===== src/rtl/sdspi_pkg.sv =====
`timescale 1ns/1ps
package sdspi_pkg;
  // register word addresses
  localparam logic [2:0] ADR_RXD  = 3'd0;
  localparam logic [2:0] ADR_TXD  = 3'd1;
  localparam logic [2:0] ADR_STAT = 3'd2;
  localparam logic [2:0] ADR_CTRL = 3'd3;
  localparam logic [2:0] ADR_CRC7 = 3'd4;
  localparam logic [2:0] ADR_SSEL = 3'd5;
  localparam logic [2:0] ADR_CLK  = 3'd6;
  localparam logic [2:0] ADR_CRC16= 3'd7;

  // status bit positions
  localparam int ST_MS   = 0;
  localparam int ST_WP   = 1;
  localparam int ST_ROE  = 3;
  localparam int ST_TOE  = 4;
  localparam int ST_TMT  = 5;
  localparam int ST_TRDY = 6;
  localparam int ST_RRDY = 7;
  localparam int ST_ERR  = 8;
  localparam int ST_CD   = 11;

  // control bit positions
  localparam int CT_GO   = 0;
  localparam int CT_CLR  = 1;
  localparam int CT_DIR  = 2;
  localparam int CT_SSO  = 10;
  localparam int CT_IRRDY = 7;

  // stored control bits and interrupt-capable status bits
  localparam logic [15:0] CTRL_KEEP = 16'h0DDC;
  localparam logic [15:0] IRQ_MASK  = 16'h09D8;

  function automatic logic [6:0] crc7_step(logic [6:0] c, logic b);
    logic fb;
    fb = c[6] ^ b;
    return {c[5:0], 1'b0} ^ (fb ? 7'h09 : 7'h00);
  endfunction

  function automatic logic [15:0] crc16_step(logic [15:0] c, logic b);
    logic fb;
    fb = c[15] ^ b;
    return {c[14:0], 1'b0} ^ (fb ? 16'h1021 : 16'h0000);
  endfunction
endpackage


===== src/rtl/sdspi_shifter.sv =====
`timescale 1ns/1ps
module sdspi_shifter #(
  parameter int DIV_W = 8
) (
  input  logic             clk,
  input  logic             rst_n,
  input  logic [DIV_W-1:0] div,
  input  logic             load,
  input  logic [7:0]       load_byte,
  input  logic             miso,
  output logic             busy,
  output logic             sclk,
  output logic             mosi,
  output logic             sample,
  output logic             sample_tx,
  output logic             sample_rx,
  output logic             done,
  output logic [7:0]       rx_byte
);
  logic             busy_q, busy_n;
  logic             sclk_q, sclk_n;
  logic [DIV_W-1:0] cnt_q, cnt_n;
  logic [DIV_W-1:0] per_q, per_n;
  logic [2:0]       idx_q, idx_n;
  logic [7:0]       tx_q, tx_n;
  logic [7:0]       rx_q, rx_n;
  logic [DIV_W-1:0] lo_len;
  logic             rise, last;

  // low phase takes the larger half when the divisor is odd
  assign lo_len = per_q - (per_q >> 1);
  assign rise   = busy_q && (cnt_q == lo_len - DIV_W'(1));
  assign last   = busy_q && (cnt_q == per_q - DIV_W'(1));

  always_comb begin
    busy_n = busy_q;
    sclk_n = sclk_q;
    cnt_n  = cnt_q;
    per_n  = per_q;
    idx_n  = idx_q;
    tx_n   = tx_q;
    rx_n   = rx_q;
    if (!busy_q) begin
      if (load) begin
        busy_n = 1'b1;
        tx_n   = load_byte;
        cnt_n  = '0;
        idx_n  = '0;
        per_n  = div;
        sclk_n = 1'b0;
      end
    end else if (last) begin
      cnt_n  = '0;
      sclk_n = 1'b0;
      if (idx_q == 3'd7) begin
        busy_n = 1'b0;
      end else begin
        idx_n = idx_q + 3'd1;
        tx_n  = {tx_q[6:0], 1'b0};
      end
    end else begin
      cnt_n = cnt_q + DIV_W'(1);
      if (rise) begin
        sclk_n = 1'b1;
        rx_n   = {rx_q[6:0], miso};
      end
    end
  end

  always_ff @(posedge clk or negedge rst_n) begin
    if (!rst_n) begin
      busy_q <= 1'b0;
      sclk_q <= 1'b0;
      cnt_q  <= '0;
      per_q  <= DIV_W'(2);
      idx_q  <= '0;
      tx_q   <= '0;
      rx_q   <= '0;
    end else begin
      busy_q <= busy_n;
      sclk_q <= sclk_n;
      cnt_q  <= cnt_n;
      per_q  <= per_n;
      idx_q  <= idx_n;
      tx_q   <= tx_n;
      rx_q   <= rx_n;
    end
  end

  assign busy      = busy_q;
  assign sclk      = sclk_q;
  assign mosi      = tx_q[7];
  assign sample    = rise;
  assign sample_tx = tx_q[7];
  assign sample_rx = miso;
  assign done      = last && (idx_q == 3'd7);
  assign rx_byte   = rx_q;
endmodule


===== src/rtl/sdspi_mstimer.sv =====
`timescale 1ns/1ps
module sdspi_mstimer #(
  parameter int TICKS = 125000
) (
  input  logic clk,
  input  logic rst_n,
  input  logic start,
  output logic expire
);
  localparam int CW = $clog2(TICKS + 1);
  logic [CW-1:0] cnt_q, cnt_n;
  logic          run_q, run_n;

  assign expire = run_q && (cnt_q == '0);

  always_comb begin
    cnt_n = cnt_q;
    run_n = run_q;
    if (start) begin
      cnt_n = CW'(TICKS - 1);
      run_n = 1'b1;
    end else if (run_q) begin
      if (cnt_q == '0) run_n = 1'b0;
      else             cnt_n = cnt_q - CW'(1);
    end
  end

  always_ff @(posedge clk or negedge rst_n) begin
    if (!rst_n) begin
      cnt_q <= '0;
      run_q <= 1'b0;
    end else begin
      cnt_q <= cnt_n;
      run_q <= run_n;
    end
  end
endmodule


===== src/rtl/sdspi_crc.sv =====
`timescale 1ns/1ps
module sdspi_crc
  import sdspi_pkg::*;
(
  input  logic        clk,
  input  logic        rst_n,
  input  logic        clear,
  input  logic        step,
  input  logic        bit_in,
  output logic [6:0]  crc7,
  output logic [15:0] crc16
);
  logic [6:0]  c7_q, c7_n;
  logic [15:0] c16_q, c16_n;

  always_comb begin
    c7_n  = c7_q;
    c16_n = c16_q;
    if (clear) begin
      c7_n  = '0;
      c16_n = '0;
    end else if (step) begin
      c7_n  = crc7_step(c7_q, bit_in);
      c16_n = crc16_step(c16_q, bit_in);
    end
  end

  always_ff @(posedge clk or negedge rst_n) begin
    if (!rst_n) begin
      c7_q  <= '0;
      c16_q <= '0;
    end else begin
      c7_q  <= c7_n;
      c16_q <= c16_n;
    end
  end

  assign crc7  = c7_q;
  assign crc16 = c16_q;
endmodule


===== src/rtl/sdspi_host.sv =====
`timescale 1ns/1ps
module sdspi_host
  import sdspi_pkg::*;
#(
  parameter int SYS_MHZ  = 125,
  parameter int DIV_INIT = 5,
  parameter int MS_TICKS = 125000
) (
  input  logic        clk,
  input  logic        rst_n,
  input  logic [2:0]  bus_addr,
  input  logic        bus_rd,
  input  logic        bus_wr,
  input  logic [15:0] bus_wdata,
  output logic [15:0] bus_rdata,
  output logic        irq,
  output logic        sclk,
  output logic        cs_n,
  output logic        mosi,
  input  logic        miso,
  input  logic        wp,
  input  logic        cd_n
);
  localparam int DIV_W = 8;
  localparam logic [DIV_W-1:0] DIV_MIN = DIV_W'(2);
  localparam logic [DIV_W-1:0] DIV_RST = (DIV_INIT < 2) ? DIV_MIN : DIV_W'(DIV_INIT);
  localparam logic [7:0]       MHZ_TAG = 8'(SYS_MHZ);

  // bus decode
  logic wr_tx, wr_rx, wr_stat, wr_ctrl, wr_ss, wr_clk, rd_rx, rd_stat;
  assign wr_tx   = bus_wr && (bus_addr == ADR_TXD);
  assign wr_rx   = bus_wr && (bus_addr == ADR_RXD);
  assign wr_stat = bus_wr && (bus_addr == ADR_STAT);
  assign wr_ctrl = bus_wr && (bus_addr == ADR_CTRL);
  assign wr_ss   = bus_wr && (bus_addr == ADR_SSEL);
  assign wr_clk  = bus_wr && (bus_addr == ADR_CLK);
  assign rd_rx   = bus_rd && (bus_addr == ADR_RXD);
  assign rd_stat = bus_rd && (bus_addr == ADR_STAT);

  // state
  logic [7:0]       rx_q, rx_n;
  logic [7:0]       txh_q, txh_n;
  logic             tx_full_q, tx_full_n;
  logic             rrdy_q, rrdy_n;
  logic             roe_q, roe_n;
  logic             toe_q, toe_n;
  logic             ms_q, ms_n;
  logic [15:0]      ctrl_q, ctrl_n;
  logic             ss_q, ss_n;
  logic [DIV_W-1:0] div_q, div_n;

  // engine links
  logic       busy, load, sample, sample_tx, sample_rx, done, expire;
  logic [7:0] rx_byte;
  logic [6:0] crc7;
  logic [15:0] crc16;
  logic       go, crc_clr;
  logic [15:0] stat;

  assign load    = tx_full_q && !busy;
  assign go      = wr_ctrl && bus_wdata[CT_GO];
  assign crc_clr = wr_ctrl && bus_wdata[CT_CLR];

  sdspi_shifter #(.DIV_W(DIV_W)) u_shift (
    .clk       (clk),
    .rst_n     (rst_n),
    .div       (div_q),
    .load      (load),
    .load_byte (txh_q),
    .miso      (miso),
    .busy      (busy),
    .sclk      (sclk),
    .mosi      (mosi),
    .sample    (sample),
    .sample_tx (sample_tx),
    .sample_rx (sample_rx),
    .done      (done),
    .rx_byte   (rx_byte)
  );

  sdspi_mstimer #(.TICKS(MS_TICKS)) u_timer (
    .clk    (clk),
    .rst_n  (rst_n),
    .start  (go),
    .expire (expire)
  );

  sdspi_crc u_crc (
    .clk    (clk),
    .rst_n  (rst_n),
    .clear  (crc_clr),
    .step   (sample),
    .bit_in (ctrl_q[CT_DIR] ? sample_tx : sample_rx),
    .crc7   (crc7),
    .crc16  (crc16)
  );

  // next state
  always_comb begin
    rx_n      = rx_q;
    txh_n     = txh_q;
    tx_full_n = tx_full_q;
    rrdy_n    = rrdy_q;
    roe_n     = roe_q;
    toe_n     = toe_q;
    ms_n      = ms_q;
    ctrl_n    = ctrl_q;
    ss_n      = ss_q;
    div_n     = div_q;

    if (wr_stat) begin
      roe_n = 1'b0;
      toe_n = 1'b0;
    end

    if (load) tx_full_n = 1'b0;
    if (wr_tx) begin
      if (tx_full_q) begin
        toe_n = 1'b1;
      end else begin
        txh_n     = bus_wdata[7:0];
        tx_full_n = 1'b1;
      end
    end

    if (done) begin
      rx_n   = rx_byte;
      rrdy_n = 1'b1;
      if (rrdy_q && !rd_rx) roe_n = 1'b1;
    end else if (rd_rx) begin
      rrdy_n = 1'b0;
    end

    if (expire)       ms_n = 1'b1;
    else if (rd_stat) ms_n = 1'b0;

    if (wr_ctrl) ctrl_n = bus_wdata & CTRL_KEEP;
    if (wr_ss)   ss_n   = bus_wdata[0];
    if (wr_clk)  div_n  = (bus_wdata[7:0] < DIV_MIN) ? DIV_MIN : bus_wdata[7:0];
  end

  always_ff @(posedge clk or negedge rst_n) begin
    if (!rst_n) begin
      rx_q      <= '0;
      txh_q     <= '0;
      tx_full_q <= 1'b0;
      rrdy_q    <= 1'b0;
      roe_q     <= 1'b0;
      toe_q     <= 1'b0;
      ms_q      <= 1'b0;
      ctrl_q    <= '0;
      ss_q      <= 1'b1;
      div_q     <= DIV_RST;
    end else begin
      rx_q      <= rx_n;
      txh_q     <= txh_n;
      tx_full_q <= tx_full_n;
      rrdy_q    <= rrdy_n;
      roe_q     <= roe_n;
      toe_q     <= toe_n;
      ms_q      <= ms_n;
      ctrl_q    <= ctrl_n;
      ss_q      <= ss_n;
      div_q     <= div_n;
    end
  end

  // status word
  always_comb begin
    stat          = '0;
    stat[ST_MS]   = ms_q;
    stat[ST_WP]   = wp;
    stat[ST_ROE]  = roe_q;
    stat[ST_TOE]  = toe_q;
    stat[ST_TMT]  = !busy;
    stat[ST_TRDY] = !tx_full_q;
    stat[ST_RRDY] = rrdy_q;
    stat[ST_ERR]  = roe_q | toe_q;
    stat[ST_CD]   = !cd_n;
  end

  assign irq  = |(stat & ctrl_q & IRQ_MASK);
  assign cs_n = !(ss_q && (busy || ctrl_q[CT_SSO]));

  always_comb begin
    case (bus_addr)
      ADR_RXD:  bus_rdata = {8'h00, rx_q};
      ADR_TXD:  bus_rdata = {8'h00, txh_q};
      ADR_STAT: bus_rdata = stat;
      ADR_CTRL: bus_rdata = ctrl_q;
      ADR_CRC7: bus_rdata = {9'h000, crc7};
      ADR_SSEL: bus_rdata = {15'h0000, ss_q};
      ADR_CLK:  bus_rdata = {MHZ_TAG, DIV_RST};
      default:  bus_rdata = crc16;
    endcase
  end

  // writes to receive data are decoded but have no target
  logic unused_ok;
  assign unused_ok = wr_rx;
endmodule


===== config.mk =====
export PLATFORM = sky130hd
export DESIGN_NAME = sdspi_host
export DESIGN_NICKNAME = d
export VERILOG_FILES = /design/src/rtl/sdspi_pkg.sv /design/src/rtl/sdspi_shifter.sv /design/src/rtl/sdspi_mstimer.sv /design/src/rtl/sdspi_crc.sv /design/src/rtl/sdspi_host.sv
export SDC_FILE = /design/constraint.sdc
export NUM_CORES = 1
export LEC_CHECK = 0
export CAP_MARGIN = 20
export CORE_UTILIZATION = 60
export CTS_BUF_LIST = sky130_fd_sc_hd__clkbuf_4 sky130_fd_sc_hd__clkbuf_8
export DETAILED_ROUTE_END_ITERATION = 8
export PLACE_DENSITY = 0.82
export REMOVE_ABC_BUFFERS = 1
export SETUP_SLACK_MARGIN = 0.5
export SLEW_MARGIN = 20
export SYNTH_ARGS = -nofsm -noshare
export SYNTH_HDL_FRONTEND = slang
export SYNTH_SLANG_ARGS = --single-unit

===== constraint.sdc =====
create_clock -name clk -period 4.12 [get_ports clk]
set_input_delay 0.824 -clock clk [delete_from_list [all_inputs] [get_ports clk]]
set_output_delay 0.824 -clock clk [all_outputs]
set_load 0.03 [all_outputs]

==> metrics.yaml <==
outcome: "complete, no violations"
total_power_uw: 4650
powerDensity_nw_per_um2: 668
cp.required_ns: 3.30
clock_path_buffers: 2
num_antenna_cells: 0
overflow: 0
max_freq_ghz: 0.282
grt_pass1_wl_um: 22700
cts_sinks: 116
min_period_over_period_pct: 86.0
netlist_area_um2: 5970
cap_viol_max_count: 0
multi_input_area_um2: 2890
detail_route.wl_per_cell_um: 18.8
clk_latency_ns: 0.44
startpoint_type: "input pin"
ant_nets: 0
cp_slowest_cell: "clkdlybuf4s50_1"
cp-end-kind: "output pin"
m1WireLength_um: 6280
dr.pass1.iters: 5
clk_pin_slew_worst_paths_ns: 0.07
synth_mux_area_share_pct: 7.76
cp.arrival_ns: 2.72
cts_buffers: 17
ir_worst_vdd_mv: 0.362
wl_met3_um: 843
max_stage_delay_ns: 0.62
die_area_um2: 10400
grt_pass1_vias: 4454
placed_cells: 729
setup-violations-final: 0
critical_path_buf_inv_count: 3
utilization_pct: 71.4
finalSetupTns_ns: 0
drc: 0
synthCells: 568
hold_class: "input pin to asynchronous set/reset pin"
regArea_um2: 2910
cts_tree: "done"
async_flop_share_pct: 100
antenna_found_initial: 0
crit_type: "input pin to output pin"
fillers: 690
gp_congestion: 0.893
start_util_pct: 61.4
syn_area_per_cell_um2: 10.5
synth_top_family_by_area: "compound AO/OA/AOI/OAI gates"
die_x_um: 102
worstPathCellList: "clkdlybuf4s50_1 -> inv_1 -> nor2_1 -> a221oi_1 -> a31oi_1 -> o21ai_0 -> a21oi_1 -> buf_4"
routed-wl-met2_um: 6830
synth_seq_cells: 116
worst_pin_slew_ns: 1.04
drive_above_1_share_pct: 15.8
io_pins: 46
grt_use_total_pct: 29.6
io_buffers: 40
synth-xor-area-share_pct: 5.58
synthAdderAreaFrac_pct: 4.32
rows: 36
period_needed_ns: 3.55
synthSimpleGateAreaFrac_pct: 14.8
vias: 4711
drtIter0Drc: 493
via_per_inst: 6.19
coreArea_um2: 9730
stdcell_count: 761
drt-total-wl_um: 14300
cp_max_fo: 6
worst_slack_ns: 0.575
synthFlopType: "dfrtp_1"
root_buffer: "clkbuf_8"
synth-compound-area-share_pct: 16.0
pre_cts_ws_ns: 0.422
grt_max_degree: 65
ys.warnings.count: 0
cp_top_family: "buffers and inverters"
htree_levels: 4
hold_viol_final: 0
fp.dieH_um: 102
p_leak_uw: 0.00308
post-dp-hpwl_um: 10100
maxSlewViolCount: 0
layout.nets: 661
synth_edf_count: 0
skew_ns: 0.0107
relSlewSlack_pct: 30.4
syn2layout_area_growth_pct: 16.4
ys_types: 64
top_layer: "met4"
synth-seq-area-share_pct: 48.7
rsz0062_at_grt: "no"
## cell families (layout without fill, tap and decap cells)
| group | Yosys count | count (layout) |
|---|---|---|
| compound gates | 137 | 137 |
| xor+xnor | 38 | 38 |
| fa+ha+maj | 20 | 20 |
| buf+inv | 44 | 104 |
| flops | 116 | 116 |
| mux | 41 | 41 |
| simple gates | 172 | 172 |
## cell type report
| type | count | share of cell area [%] |
|---|---|---|
| clock buffers | 19 | 3.76 |
| clock inverters | 13 | 2.27 |
| inverters | 22 | 1.24 |
| multi-input cells | 408 | 41.6 |
| flip-flops and latches | 116 | 41.9 |
| well taps | 133 | 2.39 |
| repair buffers | 50 | 6.84 |
## routing by layer
layer	vias up	GRT usage (%)
met3	35	7.32
met4	0	13.4
met5	-	0
met2	151	45.2
li1	2148	-
met1	2377	40.2
## layout by cell type (no fill, tap or decap), types with 7 or more instances in the layout
| cell type | n |
|---|---|
| clkdlybuf4s50_1 | 28 |
| nand3_1 | 12 |
| ha_1 | 19 |
| clkinvlp_4 | 8 |
| or3_1 | 16 |
| mux2i_1 | 8 |
| buf_4 | 16 |
| mux2_2 | 24 |
| xor2_1 | 10 |
| o21ai_0 | 37 |
| dfrtp_1 | 111 |
| xnor2_1 | 28 |
| clkbuf_8 | 19 |
| mux2_1 | 8 |
| a31oi_1 | 12 |
| inv_1 | 21 |
| a22o_1 | 26 |
| nor2_1 | 27 |
| and3_1 | 9 |
| a21oi_1 | 24 |
| o221a_2 | 7 |
| nand2_1 | 67 |
## metrics by stage
stage,instance area [um^2],hold slack (ns)
4_1_cts,6930,0.431
6_report,6950,0.413
5_1_grt,6950,0.457
3_5_place_dp,6520,0.473
3_3_place_gp,6520,0.458
2_1_floorplan,5880,0.444
## power by group
group | switching, uW | leakage [uW] | internal (uW) | total (uW)
Combinational | 944 | 0.00142 | 849 | 1790
Sequential | 319 | 0.00146 | 1430 | 1750
Clock | 473 | 0.000192 | 625 | 1100
Total | 1740 | 0.00308 | 2910 | 4650
## cell usage after synthesis (12+ instances only)
cell | instances | area share [%]
inv_1 | 21 | 1.3
xnor2_1 | 28 | 4.1
nor2_1 | 28 | 1.8
o21ai_0 | 37 | 3.1
a31oi_1 | 12 | 1.3
or3_1 | 16 | 1.7
ha_1 | 19 | 4.0
mux2_2 | 24 | 4.5
nand3_1 | 12 | 1.0
clkbuf_1 | 14 | 0.88
nand2_1 | 67 | 4.2
dfrtp_1 | 112 | 47
a21oi_1 | 24 | 2.0
a22o_1 | 26 | 3.8
## timing repair
action / in CTS / in global routing
endpoints found under the setup margin: 3 / 6
hold buffers: 0 / 0
buffers inserted: 0 / 0
resized for setup: 3 / 5
## final timing paths
| path | from | to | slack, ns | cells after the start |
|---|---|---|---|---|
| max | bus_addr[0] | bus_rdata[3] | 0.57 | 8 |
| min | rst_n | u_crc.crc16[15]$_DFFE_PN0P_ | 0.41 | 1 |
| max reg2reg | u_shift.per_q[1]$_DFFE_PN1P_ | u_shift.rx_byte[2]$_DFFE_PN0P_ | 0.72 | 10 |
| min reg2reg | u_shift.idx_q[0]$_DFFE_PN0P_ | u_shift.idx_q[0]$_DFFE_PN0P_ | 0.48 | 1 |
| max in group asynchronous | rst_n | u_shift.per_q[1]$_DFFE_PN1P_ | 2.88 | 2 |
| min in group clk | u_shift.idx_q[0]$_DFFE_PN0P_ | u_shift.idx_q[0]$_DFFE_PN0P_ | 0.48 | 1 |
## sequential cells by signal, summed over array words and instances, names as in the netlist, 7 cells and up
signal and flops:
u_timer.cnt_q 17, u_crc.crc16 16, ctrl_q 8, div_q 8, rx_q 8, txh_q 8
u_shift.cnt_q 8, u_shift.per_q 8, u_shift.rx_byte 8, u_shift.tx_q 8, u_crc.crc7 7
## worst reg2reg max path, delay by kind of cell (launching register included)
family,cells,cell delay (ns)
compound gates,3,0.52
simple gates,3,1.08
flops,1,0.56
fa+ha+maj,2,0.62
mux,1,0.42
buf+inv,1,0.09
Power figures use the tool's default switching activity.
